[src/rtl/crc_eng_pkg.sv]
package crc_eng_pkg;

    localparam int BYTE_W = 8;
    localparam int SRC_W  = 4;
    localparam int C16_W  = 16;
    localparam int C32_W  = 32;

    localparam logic [SRC_W-1:0] SRC_OFF   = 4'd0;
    localparam logic [SRC_W-1:0] SRC_IO    = 4'd1;
    localparam logic [SRC_W-1:0] SRC_FLASH = 4'd2;
    localparam logic [SRC_W-1:0] SRC_DMA0  = 4'd4;
    localparam logic [SRC_W-1:0] SRC_DMA1  = 4'd5;

    typedef enum logic [1:0] {
        ST_IDLE   = 2'd0,
        ST_RUN    = 2'd1,
        ST_PRESET = 2'd2
    } eng_state_t;

    // One byte folded MSB first into a 16-bit register.
    function automatic logic [C16_W-1:0] crc16_step(
        input logic [C16_W-1:0]  cur,
        input logic [BYTE_W-1:0] din,
        input logic [C16_W-1:0]  poly
    );
        logic [C16_W-1:0] acc;
        acc = cur ^ {din, {(C16_W-BYTE_W){1'b0}}};
        for (int i = 0; i < BYTE_W; i++) begin
            acc = acc[C16_W-1] ? ((acc << 1) ^ poly) : (acc << 1);
        end
        return acc;
    endfunction

    // One byte folded LSB first into a reflected 32-bit register.
    function automatic logic [C32_W-1:0] crc32_step(
        input logic [C32_W-1:0]  cur,
        input logic [BYTE_W-1:0] din,
        input logic [C32_W-1:0]  poly
    );
        logic [C32_W-1:0] acc;
        acc = cur ^ {{(C32_W-BYTE_W){1'b0}}, din};
        for (int i = 0; i < BYTE_W; i++) begin
            acc = acc[0] ? ((acc >> 1) ^ poly) : (acc >> 1);
        end
        return acc;
    endfunction

endpackage

[src/rtl/crc_src_mux.sv]
module crc_src_mux
    import crc_eng_pkg::*;
(
    input  logic [SRC_W-1:0]  src_sel,
    input  logic              io_wr,
    input  logic [BYTE_W-1:0] io_data,
    input  logic              flash_vld,
    input  logic [BYTE_W-1:0] flash_byte,
    input  logic              flash_done,
    input  logic              dma0_vld,
    input  logic [BYTE_W-1:0] dma0_byte,
    input  logic              dma0_done,
    input  logic              dma1_vld,
    input  logic [BYTE_W-1:0] dma1_byte,
    input  logic              dma1_done,
    output logic              sel_vld,
    output logic [BYTE_W-1:0] sel_byte,
    output logic              sel_done
);

    always_comb begin
        sel_vld  = 1'b0;
        sel_byte = '0;
        sel_done = 1'b0;
        unique case (src_sel)
            SRC_IO: begin
                sel_vld  = io_wr;
                sel_byte = io_data;
            end
            SRC_FLASH: begin
                sel_vld  = flash_vld;
                sel_byte = flash_byte;
                sel_done = flash_done;
            end
            SRC_DMA0: begin
                sel_vld  = dma0_vld;
                sel_byte = dma0_byte;
                sel_done = dma0_done;
            end
            SRC_DMA1: begin
                sel_vld  = dma1_vld;
                sel_byte = dma1_byte;
                sel_done = dma1_done;
            end
            default: begin
                sel_vld  = 1'b0;
                sel_byte = '0;
                sel_done = 1'b0;
            end
        endcase
    end

endmodule

[src/rtl/crc_ctrl_fsm.sv]
module crc_ctrl_fsm
    import crc_eng_pkg::*;
(
    input  logic              clk,
    input  logic              rst_n,
    input  logic              reg_wr,
    input  logic [BYTE_W-1:0] reg_wdata,
    input  logic              sel_vld,
    input  logic              sel_done,
    output logic              mode32,
    output logic [SRC_W-1:0]  src_sel,
    output logic              busy,
    output logic              preset_en,
    output logic              preset_fill,
    output logic              byte_en
);

    localparam int PRE_BIT  = BYTE_W - 1;
    localparam int FILL_BIT = BYTE_W - 2;
    localparam int MODE_BIT = BYTE_W - 3;
    localparam int RSVD_BIT = BYTE_W - 4;

    eng_state_t state_q, state_nx;
    logic       mode_q;
    logic [SRC_W-1:0] src_q;
    logic       fill_q;
    logic       preset_cmd;
    logic       unused_rsvd;

    assign preset_cmd  = reg_wr && reg_wdata[PRE_BIT];
    assign unused_rsvd = reg_wdata[RSVD_BIT];

    // state register
    always_ff @(posedge clk or negedge rst_n) begin
        if (!rst_n) begin
            state_q <= ST_IDLE;
        end else begin
            state_q <= state_nx;
        end
    end

    // transitions
    always_comb begin
        state_nx = state_q;
        if (preset_cmd) begin
            state_nx = ST_PRESET;
        end else begin
            unique case (state_q)
                ST_IDLE:   if (sel_vld && !sel_done) state_nx = ST_RUN;
                ST_RUN:    if (sel_done)             state_nx = ST_IDLE;
                ST_PRESET:                           state_nx = ST_IDLE;
                default:                             state_nx = ST_IDLE;
            endcase
        end
    end

    // outputs
    always_comb begin
        busy      = 1'b0;
        preset_en = 1'b0;
        byte_en   = 1'b0;
        unique case (state_q)
            ST_IDLE: begin
                byte_en = sel_vld;
            end
            ST_RUN: begin
                busy    = 1'b1;
                byte_en = sel_vld;
            end
            ST_PRESET: begin
                preset_en = 1'b1;
            end
            default: begin
                busy = 1'b0;
            end
        endcase
    end

    // control fields, locked while a run is active
    always_ff @(posedge clk or negedge rst_n) begin
        if (!rst_n) begin
            mode_q <= 1'b0;
            src_q  <= SRC_OFF;
            fill_q <= 1'b0;
        end else if (reg_wr) begin
            if (preset_cmd) begin
                fill_q <= reg_wdata[FILL_BIT];
            end
            if (!busy) begin
                mode_q <= reg_wdata[MODE_BIT];
                src_q  <= reg_wdata[SRC_W-1:0];
            end
        end
    end

    assign mode32      = mode_q;
    assign src_sel     = src_q;
    assign preset_fill = fill_q;

endmodule

[src/rtl/crc_datapath.sv]
module crc_datapath
    import crc_eng_pkg::*;
#(
    parameter logic [C16_W-1:0] POLY16 = 16'h1021,
    parameter logic [C32_W-1:0] POLY32 = 32'hEDB88320
) (
    input  logic              clk,
    input  logic              rst_n,
    input  logic              preset_en,
    input  logic              preset_fill,
    input  logic              byte_en,
    input  logic [BYTE_W-1:0] byte_in,
    input  logic              mode32,
    output logic [C32_W-1:0]  checksum
);

    localparam int HI_W = C32_W - C16_W;

    logic [C32_W-1:0] run_q;

    always_ff @(posedge clk or negedge rst_n) begin
        if (!rst_n) begin
            run_q <= '0;
        end else if (preset_en) begin
            run_q <= {C32_W{preset_fill}};
        end else if (byte_en) begin
            if (mode32) begin
                run_q <= crc32_step(run_q, byte_in, POLY32);
            end else begin
                run_q[C16_W-1:0] <= crc16_step(run_q[C16_W-1:0], byte_in, POLY16);
            end
        end
    end

    assign checksum = mode32 ? ~run_q : {{HI_W{1'b0}}, run_q[C16_W-1:0]};

endmodule

[src/rtl/crc_engine.sv]
module crc_engine
    import crc_eng_pkg::*;
#(
    parameter logic [15:0] POLY16 = 16'h1021,
    parameter logic [31:0] POLY32 = 32'hEDB88320
) (
    input  logic        clk,
    input  logic        rst_n,
    input  logic        reg_wr,
    input  logic [7:0]  reg_wdata,
    output logic [7:0]  ctrl_rdata,
    input  logic        io_wr,
    input  logic [7:0]  io_data,
    input  logic        flash_vld,
    input  logic [7:0]  flash_byte,
    input  logic        flash_done,
    input  logic        dma0_vld,
    input  logic [7:0]  dma0_byte,
    input  logic        dma0_done,
    input  logic        dma1_vld,
    input  logic [7:0]  dma1_byte,
    input  logic        dma1_done,
    output logic        busy,
    output logic [31:0] checksum
);

    logic              sel_vld;
    logic [BYTE_W-1:0] sel_byte;
    logic              sel_done;
    logic              mode32;
    logic [SRC_W-1:0]  src_sel;
    logic              preset_en;
    logic              preset_fill;
    logic              byte_en;

    crc_src_mux u_mux (
        .src_sel    (src_sel),
        .io_wr      (io_wr),
        .io_data    (io_data),
        .flash_vld  (flash_vld),
        .flash_byte (flash_byte),
        .flash_done (flash_done),
        .dma0_vld   (dma0_vld),
        .dma0_byte  (dma0_byte),
        .dma0_done  (dma0_done),
        .dma1_vld   (dma1_vld),
        .dma1_byte  (dma1_byte),
        .dma1_done  (dma1_done),
        .sel_vld    (sel_vld),
        .sel_byte   (sel_byte),
        .sel_done   (sel_done)
    );

    crc_ctrl_fsm u_fsm (
        .clk         (clk),
        .rst_n       (rst_n),
        .reg_wr      (reg_wr),
        .reg_wdata   (reg_wdata),
        .sel_vld     (sel_vld),
        .sel_done    (sel_done),
        .mode32      (mode32),
        .src_sel     (src_sel),
        .busy        (busy),
        .preset_en   (preset_en),
        .preset_fill (preset_fill),
        .byte_en     (byte_en)
    );

    crc_datapath #(
        .POLY16 (POLY16),
        .POLY32 (POLY32)
    ) u_dp (
        .clk         (clk),
        .rst_n       (rst_n),
        .preset_en   (preset_en),
        .preset_fill (preset_fill),
        .byte_en     (byte_en),
        .byte_in     (sel_byte),
        .mode32      (mode32),
        .checksum    (checksum)
    );

    assign ctrl_rdata = {2'b00, mode32, 1'b0, src_sel};

endmodule

[config.mk]
export PLATFORM = sky130hd
export DESIGN_NAME = crc_engine
export DESIGN_NICKNAME = d
export VERILOG_FILES = /design/src/rtl/crc_eng_pkg.sv /design/src/rtl/crc_src_mux.sv /design/src/rtl/crc_ctrl_fsm.sv /design/src/rtl/crc_datapath.sv /design/src/rtl/crc_engine.sv
export SDC_FILE = /design/constraint.sdc
export NUM_CORES = 1
export LEC_CHECK = 0
export BUFFER_PORTS_ARGS = -buffer_cell sky130_fd_sc_hd__buf_2
export CAP_MARGIN = 5
export CORE_AREA = 10 10 108 110
export DETAILED_ROUTE_END_ITERATION = 6
export DIE_AREA = 0 0 118 120
export REMOVE_ABC_BUFFERS = 1
export SYNTH_ARGS = -nofsm -noshare
export SYNTH_HDL_FRONTEND = slang
export SYNTH_SLANG_ARGS = --single-unit
[constraint.sdc]
create_clock -name clk -period 2.6 [get_ports clk]
set_input_delay 0.13 -clock clk [delete_from_list [all_inputs] [get_ports clk]]
set_output_delay 0.13 -clock clk [all_outputs]
set_load 0.02 [all_outputs]
==> flow_summary.toml, run 1 <==
[setup_path]
cp-end-kind = "flop"
cp_slowest_cell = "dfrtp_1"
r2r-start = "u_fsm.src_sel[0]"
arrival_ps = 2750
worstPathCellList = "buf_12 > mux2_2 > a21o_1 > o221a_4 > xor3_2 > xnor2_2 > xnor2_1 > a221oi_1 > o21ai_1"
worst_path_largest_cell_delay_ps = 400
crit_fanout = 26
crit_required_ps = 2770
critPathKind = "reg2reg"
critPathLaunchType = "flop"
startpoint = "u_fsm.src_sel[0]"
crit_family = "compound AO/OA/AOI/OAI gates"
worst-path-buf-inv = 1

[finish]
finalNonFillerCells = 639
drive_gt1_share_pct = 34.58
antenna_cells = 0
area_growth_syn_to_layout_pct = 25.25
utilization_pct = 49.00
nets = 555

[global_routing]
grtUsageTotal_pct = 15.00
grt_overflow = 0
grt_pass1_wl_um = 17810
grt_max_degree = 41
antenna_found_initial = 0
first_global_vias = 3578

[route]
num_vias = 3363
wl_per_cell_um = 17.15
drtPass1Iterations = 4
drtIter0Drc = 185
wl_um = 10960
antenna_left = 0
drc = 0
vias_per_cell = 5.263

[cts]
clock_path_buffers = 2
cts_tree = "yes"
root_buffer = "clkbuf_8"
htree_levels = 2
clock-sinks = 40
clkTransAtPathRegs_ps = 90
cts_made_buffers = 5
clk_latency_ps = 300

[timing]
hold_viol = 38
worst_slack_ps = 19.38
fin_crit_ps = 2581
rsz0062_at_grt = "yes"
fmax_mhz = 387.5
final-max-slew-violation-count = 0
fin_setup_tns_ps = 0
worst_pin_slew_ps = 957.6
slew_headroom_pct = 36.16
clock_skew_ps = 13.66
finalHoldWorstSlack_ps = -27.73
period_share_pct = 99.25
setup_violations = 0

[power_and_ir_drop]
p_seq_share_pct = 20.0
netSwitchingFraction_pct = 44.24
power_uw = 5257
vdd_drop_max_uv = 400.7
p_leak_uw = 0.002050
p_comb_share_pct = 70.2
power_frac_clock_pct = 9.9
switchingPower_uw = 2326
power_density_mw_per_mm2 = 1123
intPower_uw = 2931

[die]
core_area_mm2 = 0.009549
die_h_um = 120
rows = 36
num_io_pins = 91
chipWidth_um = 118
die_area_mm2 = 0.01416
initial_core_util_pct = 39.12

[synth]
synthFlopType = "dfrtp_1"
synthCells = 414
seq_area_frac_synth_pct = 26.79
synth.avg_cell_area_um2 = 9.024
ys_warn_count = 0
synth_edf_count = 0
synth_seq_cells = 40
syn_area_mm2 = 0.003736
async_reset_ff_share_pct = 100.0
synth_cell_types = 58

[run_status]
violations = "negative hold slack"
status = "complete, but fails checks"

[place]
post-place-ws_ps = 4.364
place_congestion = 0.8809
dp_hpwl_um = 8416
dpl.cell_count = 626
numPortBuffers = 86

[job]
maxCapViolations = 0

[hold_path]
hp-class = "in2async"
==> power groups by stage <==
stage          logic [uW]  clock network [uW]  registers [uW]
2_1_floorplan        2450                   0            1020
5_1_grt              4000                 549            1080
3_3_place_gp         3350                   0            1050
3_5_place_dp         3390                   0            1060
4_1_cts              3460                 533            1050
6_report             3690                 520            1050
==> cells in the mapped netlist, types with 12 or more instances <==
cell,number,area share (%)
dfrtp_1,40,27
a21oi_1,38,5.1
xnor2_1,56,13
nor2_1,13,1.3
mux2_2,12,3.6
nand2_1,23,2.3
xor2_1,35,8.2
nor2b_1,21,3.5
clkbuf_1,16,1.6
==> area by class of cell <==
| type | count | area [um^2] |
|---|---|---|
| inverter | 4 | 15.01 |
| timing repair buffer | 121 | 742.0 |
| fill | 952 | 4870 |
| clock buffer | 6 | 72.57 |
| multi-input combinational | 333 | 2643 |
| sequential | 40 | 1006 |
| clock inverter | 2 | 35.03 |
| tap | 133 | 166.4 |
==> stage by stage <==
| step | hold WS [ps] | area (um^2) |
|---|---|---|
| 6_report | -27.73 | 4679 |
| 5_1_grt | 41.76 | 4679 |
| 4_1_cts | 0.4972 | 4529 |
| 3_5_place_dp | 334.9 | 4400 |
| 3_3_place_gp | 312.9 | 4400 |
| 2_1_floorplan | -165.6 | 3552 |
==> layout by cell type (no fill, tap or decap), drive strengths merged, types with 2 or more instances in the layout <==
cell type	count
dfrtp	40
o211ai	6
and3	4
o21a	2
nand3b	10
nand2b	4
o211a	2
mux2	12
xor2	37
clkbuf	6
a221oi	4
xnor2	59
inv	4
a21oi	38
and2	6
a21o	7
a211oi	4
mux2i	10
nand3	10
xor3	3
conb	3
buf	121
and3b	4
nor2b	21
o221a	4
nor3b	2
nor3	7
o31ai	10
o21ai	14
nand2	23
nor2	14
a22oi	2
==> final timing paths <==
check / end / cells past startpoint / slack, ps
worst max-delay path: u_dp.run_q[4] / 9 / 20
min in group clk: u_fsm.mode32 / 2 / 60
max in group asynchronous: u_fsm.mode32 / 1 / 1960
worst min register to register: u_dp.run_q[28] / 1 / 580
worst min-delay path: u_dp.run_q[20] / 1 / -30
worst max register to register: u_dp.run_q[4] / 9 / 20
==> worst register-to-register path, stage by stage, from the launching register on <==
cell	delay, ps
dfrtp_1	400
buf_12	180
mux2_2	380
a21o_1	200
o221a_4	270
xor3_2	300
xnor2_2	270
xnor2_1	110
a221oi_1	260
o21ai_1	80
==> state kept, by name, summed over array words and instances (netlist names) <==
name and count:
u_dp.run_q 32, u_fsm.mode32 1, u_fsm.preset_fill 1, u_fsm.src_sel 4, u_fsm.state_q 2
==> kinds of logic (layout without fill, tap and decap cells) <==
logic type,after synthesis,after routing,synth area share [%]
AOI/OAI and AO/OA,100,100,18.35
xor gates and xnor gates,100,100,26.66
buffers and inverters,43,133,5.526
DFF,40,40,26.79
muxes,22,22,6.296
other,1,3,0.1004
and+or+nand+nor,108,108,16.28
==> routing by layer <==
metal	vias to the layer above	track usage (%)	wire length [um]
met2	94	27.14	5617
met3	17	2.954	527
met5	-	0	0
met1	1643	17.40	4599
li1	1609	-	-
met4	0	4.869	216
==> what timing repair did <==
item	in CTS	in global routing
hold endpoints to repair	0	0
buffers inserted	0	5
pin swaps	0	4
hold buffers	0	0
resized for setup	5	23
endpoints found under the setup margin	4	20
Power figures use the tool's default switching activity.
==> run 2, diff against run 1 <==
--- a/config.mk
+++ b/config.mk
@@ -10,6 +10,7 @@
 export CORE_AREA = 10 10 108 110
 export DETAILED_ROUTE_END_ITERATION = 6
 export DIE_AREA = 0 0 118 120
+export RECOVER_POWER = 50
 export REMOVE_ABC_BUFFERS = 1
 export SYNTH_ARGS = -nofsm -noshare
 export SYNTH_HDL_FRONTEND = slang
==> run 2 against run 1 <==
Effect of this change:
- the run ends with max-capacitance violations, max-slew violations left
- sequential cell count stayed put
- sequential share of layout area hardly changed
- register-to-register slack hardly changed
- clock skew hardly changed
- global-route usage stayed put
- die area stayed put
- routed wire length hardly changed
- non-clock buffer count stayed put
- via count hardly changed
- total power hardly changed
- first-iteration DRC count stayed put
- clock power hardly changed
- critical path type unchanged
- largest cell class unchanged
==> flow_summary.toml, run 2 (synthesis gave the netlist of run 1 again) <==
[run_status]
status = "complete, but fails checks"
violations = "max-capacitance violations, max-slew violations"

[timing]
rsz0062_at_grt = "yes"
final-max-slew-violation-count = 41
fin_setup_tns_ps = 0
setup_violations = 0
worst_pin_slew_ps = 2328
worst_slack_ps = 15.87
hold_viol = 0
finalHoldWorstSlack_ps = 62.05
fmax_mhz = 387.0
period_share_pct = 99.39
fin_crit_ps = 2584
clock_skew_ps = 13.56
slew_headroom_pct = -55.20

[route]
num_vias = 3360
wl_um = 10970
antenna_left = 0
drtPass1Iterations = 4
drtIter0Drc = 185
drc = 0
wl_per_cell_um = 17.17
vias_per_cell = 5.258

[place]
dp_hpwl_um = 8416
numPortBuffers = 86
place_congestion = 0.8809
post-place-ws_ps = 4.364

[cts]
htree_levels = 2
clkTransAtPathRegs_ps = 80
clock_path_buffers = 2
clk_latency_ps = 300
cts_tree = "yes"
clock-sinks = 40
cts_made_buffers = 5
root_buffer = "clkbuf_8"

[finish]
drive_gt1_share_pct = 34.39
nets = 555
layout_common_cells = "buf_2, xnor2_1, a21oi_1"
largest_reg_flops = 32
area_growth_syn_to_layout_pct = 25.22
layout_commonest_cell = "buf_2"
largest_register = "u_dp.run_q"
utilization_pct = 48.99
antenna_cells = 0

[global_routing]
grtUsageTotal_pct = 15.00
grt_max_degree = 41
antenna_found_initial = 0
grt_pass1_wl_um = 17810
first_global_vias = 3578
grt_overflow = 0

[die]
die_area_mm2 = 0.01416
rows = 36
core_area_mm2 = 0.009549
chipWidth_um = 118
die_h_um = 120
initial_core_util_pct = 39.12
num_io_pins = 91

[job]
maxCapViolations = 1

[hold_path]
hp-class = "in2reg"
holdPathStages = 2

[setup_path]
startpoint = "u_fsm.src_sel[0]"
crit_required_ps = 2770
r2r_cells = 9
critPathLaunchType = "flop"
worst_path_largest_cell_delay_ps = 400
reg2reg_slack_ps = 20
arrival_ps = 2750
critPathKind = "reg2reg"
timing.rr.end = "u_dp.run_q[4]"
cp-endpoint = "u_dp.run_q[4]"
crit_fanout = 26
cp_slowest_cell = "dfrtp_1"
cp-end-kind = "flop"
worstPathCellList = "buf_12 > mux2_2 > a21o_1 > o221a_4 > xor3_2 > xnor2_2 > xnor2_1 > a221oi_1 > o21ai_1"
r2r-start = "u_fsm.src_sel[0]"

[power_and_ir_drop]
vdd_drop_max_uv = 400.7
power_density_mw_per_mm2 = 1123
p_leak_uw = 0.002048
run 2: cell count changes in the layout (fill, tap and decap cells not counted):
cell	delta
buf_2	-1
clkbuf_1	+1
run 2: layout make-up:
type	instances	area [um^2]
Tap cell	133	166.4
Fill cell	950	4871
Multi-Input combinational cell	333	2643
Sequential cell	40	1006
Clock inverter	2	35.03
Inverter	4	15.01
Clock buffer	6	72.57
Timing Repair Buffer	121	740.7
run 2: worst min-delay path by stage:
stage | slack, ps | startpoint | to
6_report | 60 | reg_wdata[5] | u_fsm.mode32
4_1_cts | 0.5 | rst_n | u_dp.run_q[26]
2_1_floorplan | -170 | rst_n | u_dp.run_q[0]
3_5_place_dp | 330 | rst_n | u_dp.run_q[26]
3_3_place_gp | 310 | rst_n | u_dp.run_q[20]
5_1_grt | 60 | reg_wdata[6] | u_fsm.preset_fill
run 2: repair_timing:
item                       CTS  global route
setup endpoints to repair    4            20
setup buffers                0             5
gates resized for setup      5            23
hold buffers                 0             0
gates cloned                 0             0
pin swaps                    0             4
run 2: per-layer routing:
layer  up-vias  wire length [um]  global-route usage [%]
met3        18               514                   2.954
met2        92              5615                   27.14
met5         -                 0                       0
li1       1609                 -                       -
met4         0               225                   4.869
met1      1641              4613                   17.40
run 2: report_power, final:
part	internal, uW	leakage [uW]	switching (uW)
sequential	782	0.000464	265
clock	285	0.0000552	233
combinational	1860	0.00153	1830
run 2: metrics by stage:
step,total power (uW),instance area [um^2],instances
after floorplan,3470,3552,377
after global placement,4403,4400,626
after detailed placement,4453,4400,626
after CTS,5043,4529,634
after global routing,5630,4678,639
final,5256,4678,639
run 2: worst max-delay path: cells and delay by family (launching register included):
family | cells | cell delay [ps]
AO/OA/AOI/OAI | 4 | 810
XOR/XNOR | 3 | 680
flip-flops | 1 | 400
multiplexers | 1 | 370
buffers and inverters | 1 | 180
==> run 3, diff against run 2 <==
--- a/config.mk
+++ b/config.mk
@@ -5,13 +5,15 @@
 export SDC_FILE = /design/constraint.sdc
 export NUM_CORES = 1
 export LEC_CHECK = 0
+export ABC_AREA = 1
 export BUFFER_PORTS_ARGS = -buffer_cell sky130_fd_sc_hd__buf_2
 export CAP_MARGIN = 5
-export CORE_AREA = 10 10 108 110
+export CORE_AREA = 10 10 112 114
 export DETAILED_ROUTE_END_ITERATION = 6
-export DIE_AREA = 0 0 118 120
+export DIE_AREA = 0 0 122 124
 export RECOVER_POWER = 50
 export REMOVE_ABC_BUFFERS = 1
+export SETUP_SLACK_MARGIN = 0.05
 export SYNTH_ARGS = -nofsm -noshare
 export SYNTH_HDL_FRONTEND = slang
 export SYNTH_SLANG_ARGS = --single-unit
==> run 3 against run 2 <==
Effect of this change:
- the run still ends with max-capacitance violations, max-slew violations left
- setup slack better by 150 ps
- maximum frequency up 6.1%
- global-route usage up 1.7 points
- design area up 3.6%
- critical path type unchanged
- die area up 6.8%
- largest cell class unchanged
- clock skew down 7.4 ps
- worst hold slack worse by 40 ps
- count of clock-buffer cells in the layout up 1
- critical path depth up 5
- sequential power up 21%
==> flow_summary.toml, run 3 <==
[power_and_ir_drop]
vdd_drop_max_uv = 593.6
p_leak_uw = 0.002571
power_density_mw_per_mm2 = 1467
power_uw = 7109

[setup_path]
critPathLaunchType = "flop"
crit_fanout = 7
cp_slowest_cell = "dfrtp_1"
worst-path-buf-inv = 3
r2r-start = "u_fsm.src_sel[2]"
critPathKind = "reg2reg"
crit_family = "simple AND/OR/NAND/NOR gates"
worst_path_largest_cell_delay_ps = 430
cp-end-kind = "flop"
arrival_ps = 2660
reg2reg_slack_ps = 170
timing.rr.end = "u_dp.run_q[22]"
r2r_cells = 14
worstPathCellList = "inv_1 > nor2_4 > buf_4 > nand3_1 > nand2_1 > o21ai_0 > nand2_4 > nand2_2 > nand2_2 > xnor2_1 > inv_1 > nand2_1 > nand3_1 > a21oi_1"
crit_required_ps = 2830

[finish]
area_growth_syn_to_layout_pct = 19.25
nets = 755
layout_common_cells = "nand2_1, buf_2, nand3_1"
largest_register = "u_dp.run_q"
layout_commonest_cell = "nand2_1"
antenna_cells = 0
utilization_pct = 47.35
drive_gt1_share_pct = 26.49
largest_reg_flops = 32

[route]
drtIter0Drc = 272
num_vias = 4253
drc = 0
wl_um = 12810
wl_per_cell_um = 15.21
vias_per_cell = 5.051
antenna_left = 0
drtPass1Iterations = 7

[cts]
htree_levels = 2
root_buffer = "clkbuf_8"
clock-sinks = 40
cts_tree = "yes"
clkTransAtPathRegs_ps = 80
cts_made_buffers = 5
clk_latency_ps = 300
clock_path_buffers = 2

[synth]
synthXorXnorAreaFrac_pct = 15.37
synth_seq_cells = 40
synth_common_cells = "nand2_1, nand3_1, nor2_1, xor2_1, inv_1"
synth_cell_types = 40
async_reset_ff_share_pct = 100.0
yosysTopAreaCell = "dfrtp_1"
seq_area_frac_synth_pct = 24.64
synth_edf_count = 0
post-synth-top-count-cell = "nand2_1"
yosysTopAreaCellShare_pct = 24.64
synth_compound_area_share_pct = 9.886
synthTopCellsByArea = "dfrtp_1, nand2_1, xor2_1, nand3_1, nor2_1"
syn_area_mm2 = 0.004063
synthFlopType = "dfrtp_1"
synthCells = 618
yosys.area_share.simple_pct = 40.28
synthAdderAreaFrac_pct = 0
ys_warn_count = 0
synth_top_family_by_area = "simple AND/OR/NAND/NOR gates"
synthMuxAreaShare_pct = 0.2772
synth.avg_cell_area_um2 = 6.574

[place]
place_congestion = 0.9147
dp_hpwl_um = 9988
numPortBuffers = 86

[timing]
clock_skew_ps = 6.156
hold_viol = 0
fmax_mhz = 410.7
final-max-slew-violation-count = 41
rsz0062_at_grt = "yes"
slew_headroom_pct = -48.26
setup_violations = 0
worst_pin_slew_ps = 2224
fin_crit_ps = 2435
period_share_pct = 93.65

[hold_path]
min_to = "u_fsm.preset_fill"
hp-class = "in2reg"
holdPathStages = 3
hp-start = "reg_wdata[6]"

[die]
initial_core_util_pct = 39.71
num_io_pins = 91
die_h_um = 124
core_area_mm2 = 0.01023
rows = 37
die_area_mm2 = 0.01513
chipWidth_um = 122

[run_status]
violations = "max-capacitance violations, max-slew violations"
status = "complete, but fails checks"

[global_routing]
grt_overflow = 0
grt_max_degree = 41
grtUsageTotal_pct = 16.74
first_global_vias = 4210
grt_pass1_wl_um = 20400
antenna_found_initial = 0

[job]
maxCapViolations = 1
==> run 3: how the worst max path moves through the flow <==
stage | to | slack (ps) | from | depth (start not counted)
after floorplan | u_dp.run_q[8] | 140 | u_fsm.mode32 | 7
after global placement | u_dp.run_q[29] | 160 | u_fsm.src_sel[0] | 17
after detailed placement | u_dp.run_q[29] | 130 | u_fsm.src_sel[0] | 17
after CTS | u_dp.run_q[29] | 100 | u_fsm.src_sel[0] | 17
after global routing | u_dp.run_q[26] | -10 | u_fsm.src_sel[2] | 14
final | u_dp.run_q[22] | 170 | u_fsm.src_sel[2] | 14
==> run 3: through the flow <==
step | hold WS, ps | std cells | area (um^2) | setup WS, ps | TNS [ps]
after CTS | 3.828 | 835 | 4730 | 102.4 | 0
after detailed placement | 330.9 | 827 | 4603 | 131.2 | 0
after global placement | 327.7 | 827 | 4603 | 161.1 | 0
final | 21.69 | 842 | 4845 | 165.1 | 0
after global routing | 21.80 | 842 | 4845 | -13.48 | -17.01
after floorplan | -165.6 | 597 | 3943 | 144.2 | 0
==> run 3: tightest hold or removal path, stage by stage <==
cell     delay (ps)
buf_2            70
nand2_1          40
nand2_1          50
==> run 3: kinds of logic after synthesis <==
group                  Yosys count
AO/OA/AOI/OAI                   67
XOR/XNOR                        64
buffers and inverters           90
flip-flops                      40
multiplexers                     1
other                            1
AND/OR/NAND/NOR                355
==> run 3: routing by layer <==
| metal | wire length (um) | share of wire (%) | up-vias | global-route usage, % |
|---|---|---|---|---|
| met5 | 0 | 0 | - | 0 |
| met4 | 381 | 3.0 | 0 | 7.526 |
| met3 | 712 | 5.6 | 24 | 2.308 |
| met2 | 6255 | 49 | 128 | 28.60 |
| met1 | 5457 | 43 | 1987 | 20.53 |
| li1 | - | - | 2114 | - |
==> run 3: repair_timing <==
action / 4_1_cts / 5_1_grt
setup endpoints to repair: 0 / 25
resized for setup: 0 / 23
setup buffers: 0 / 6
hold buffers: 0 / 0
==> run 3: power by group <==
part / leakage [uW] / switching, uW / internal (uW)
clock: 0.0000645 / 245 / 339
sequential: 0.000459 / 374 / 892
combinational: 0.00205 / 3390 / 1870
total: 0.00257 / 4010 / 3100
==> run 3: cell type report <==
cell class | count | area [um^2]
fill | 1092 | 5386
multi-input combinational | 491 | 2765
sequential | 40 | 1003
timing repair buffer | 100 | 523.0
inverter | 67 | 256.5
tap | 136 | 170.2
clock buffer | 7 | 96.34
clock inverter | 1 | 30.03
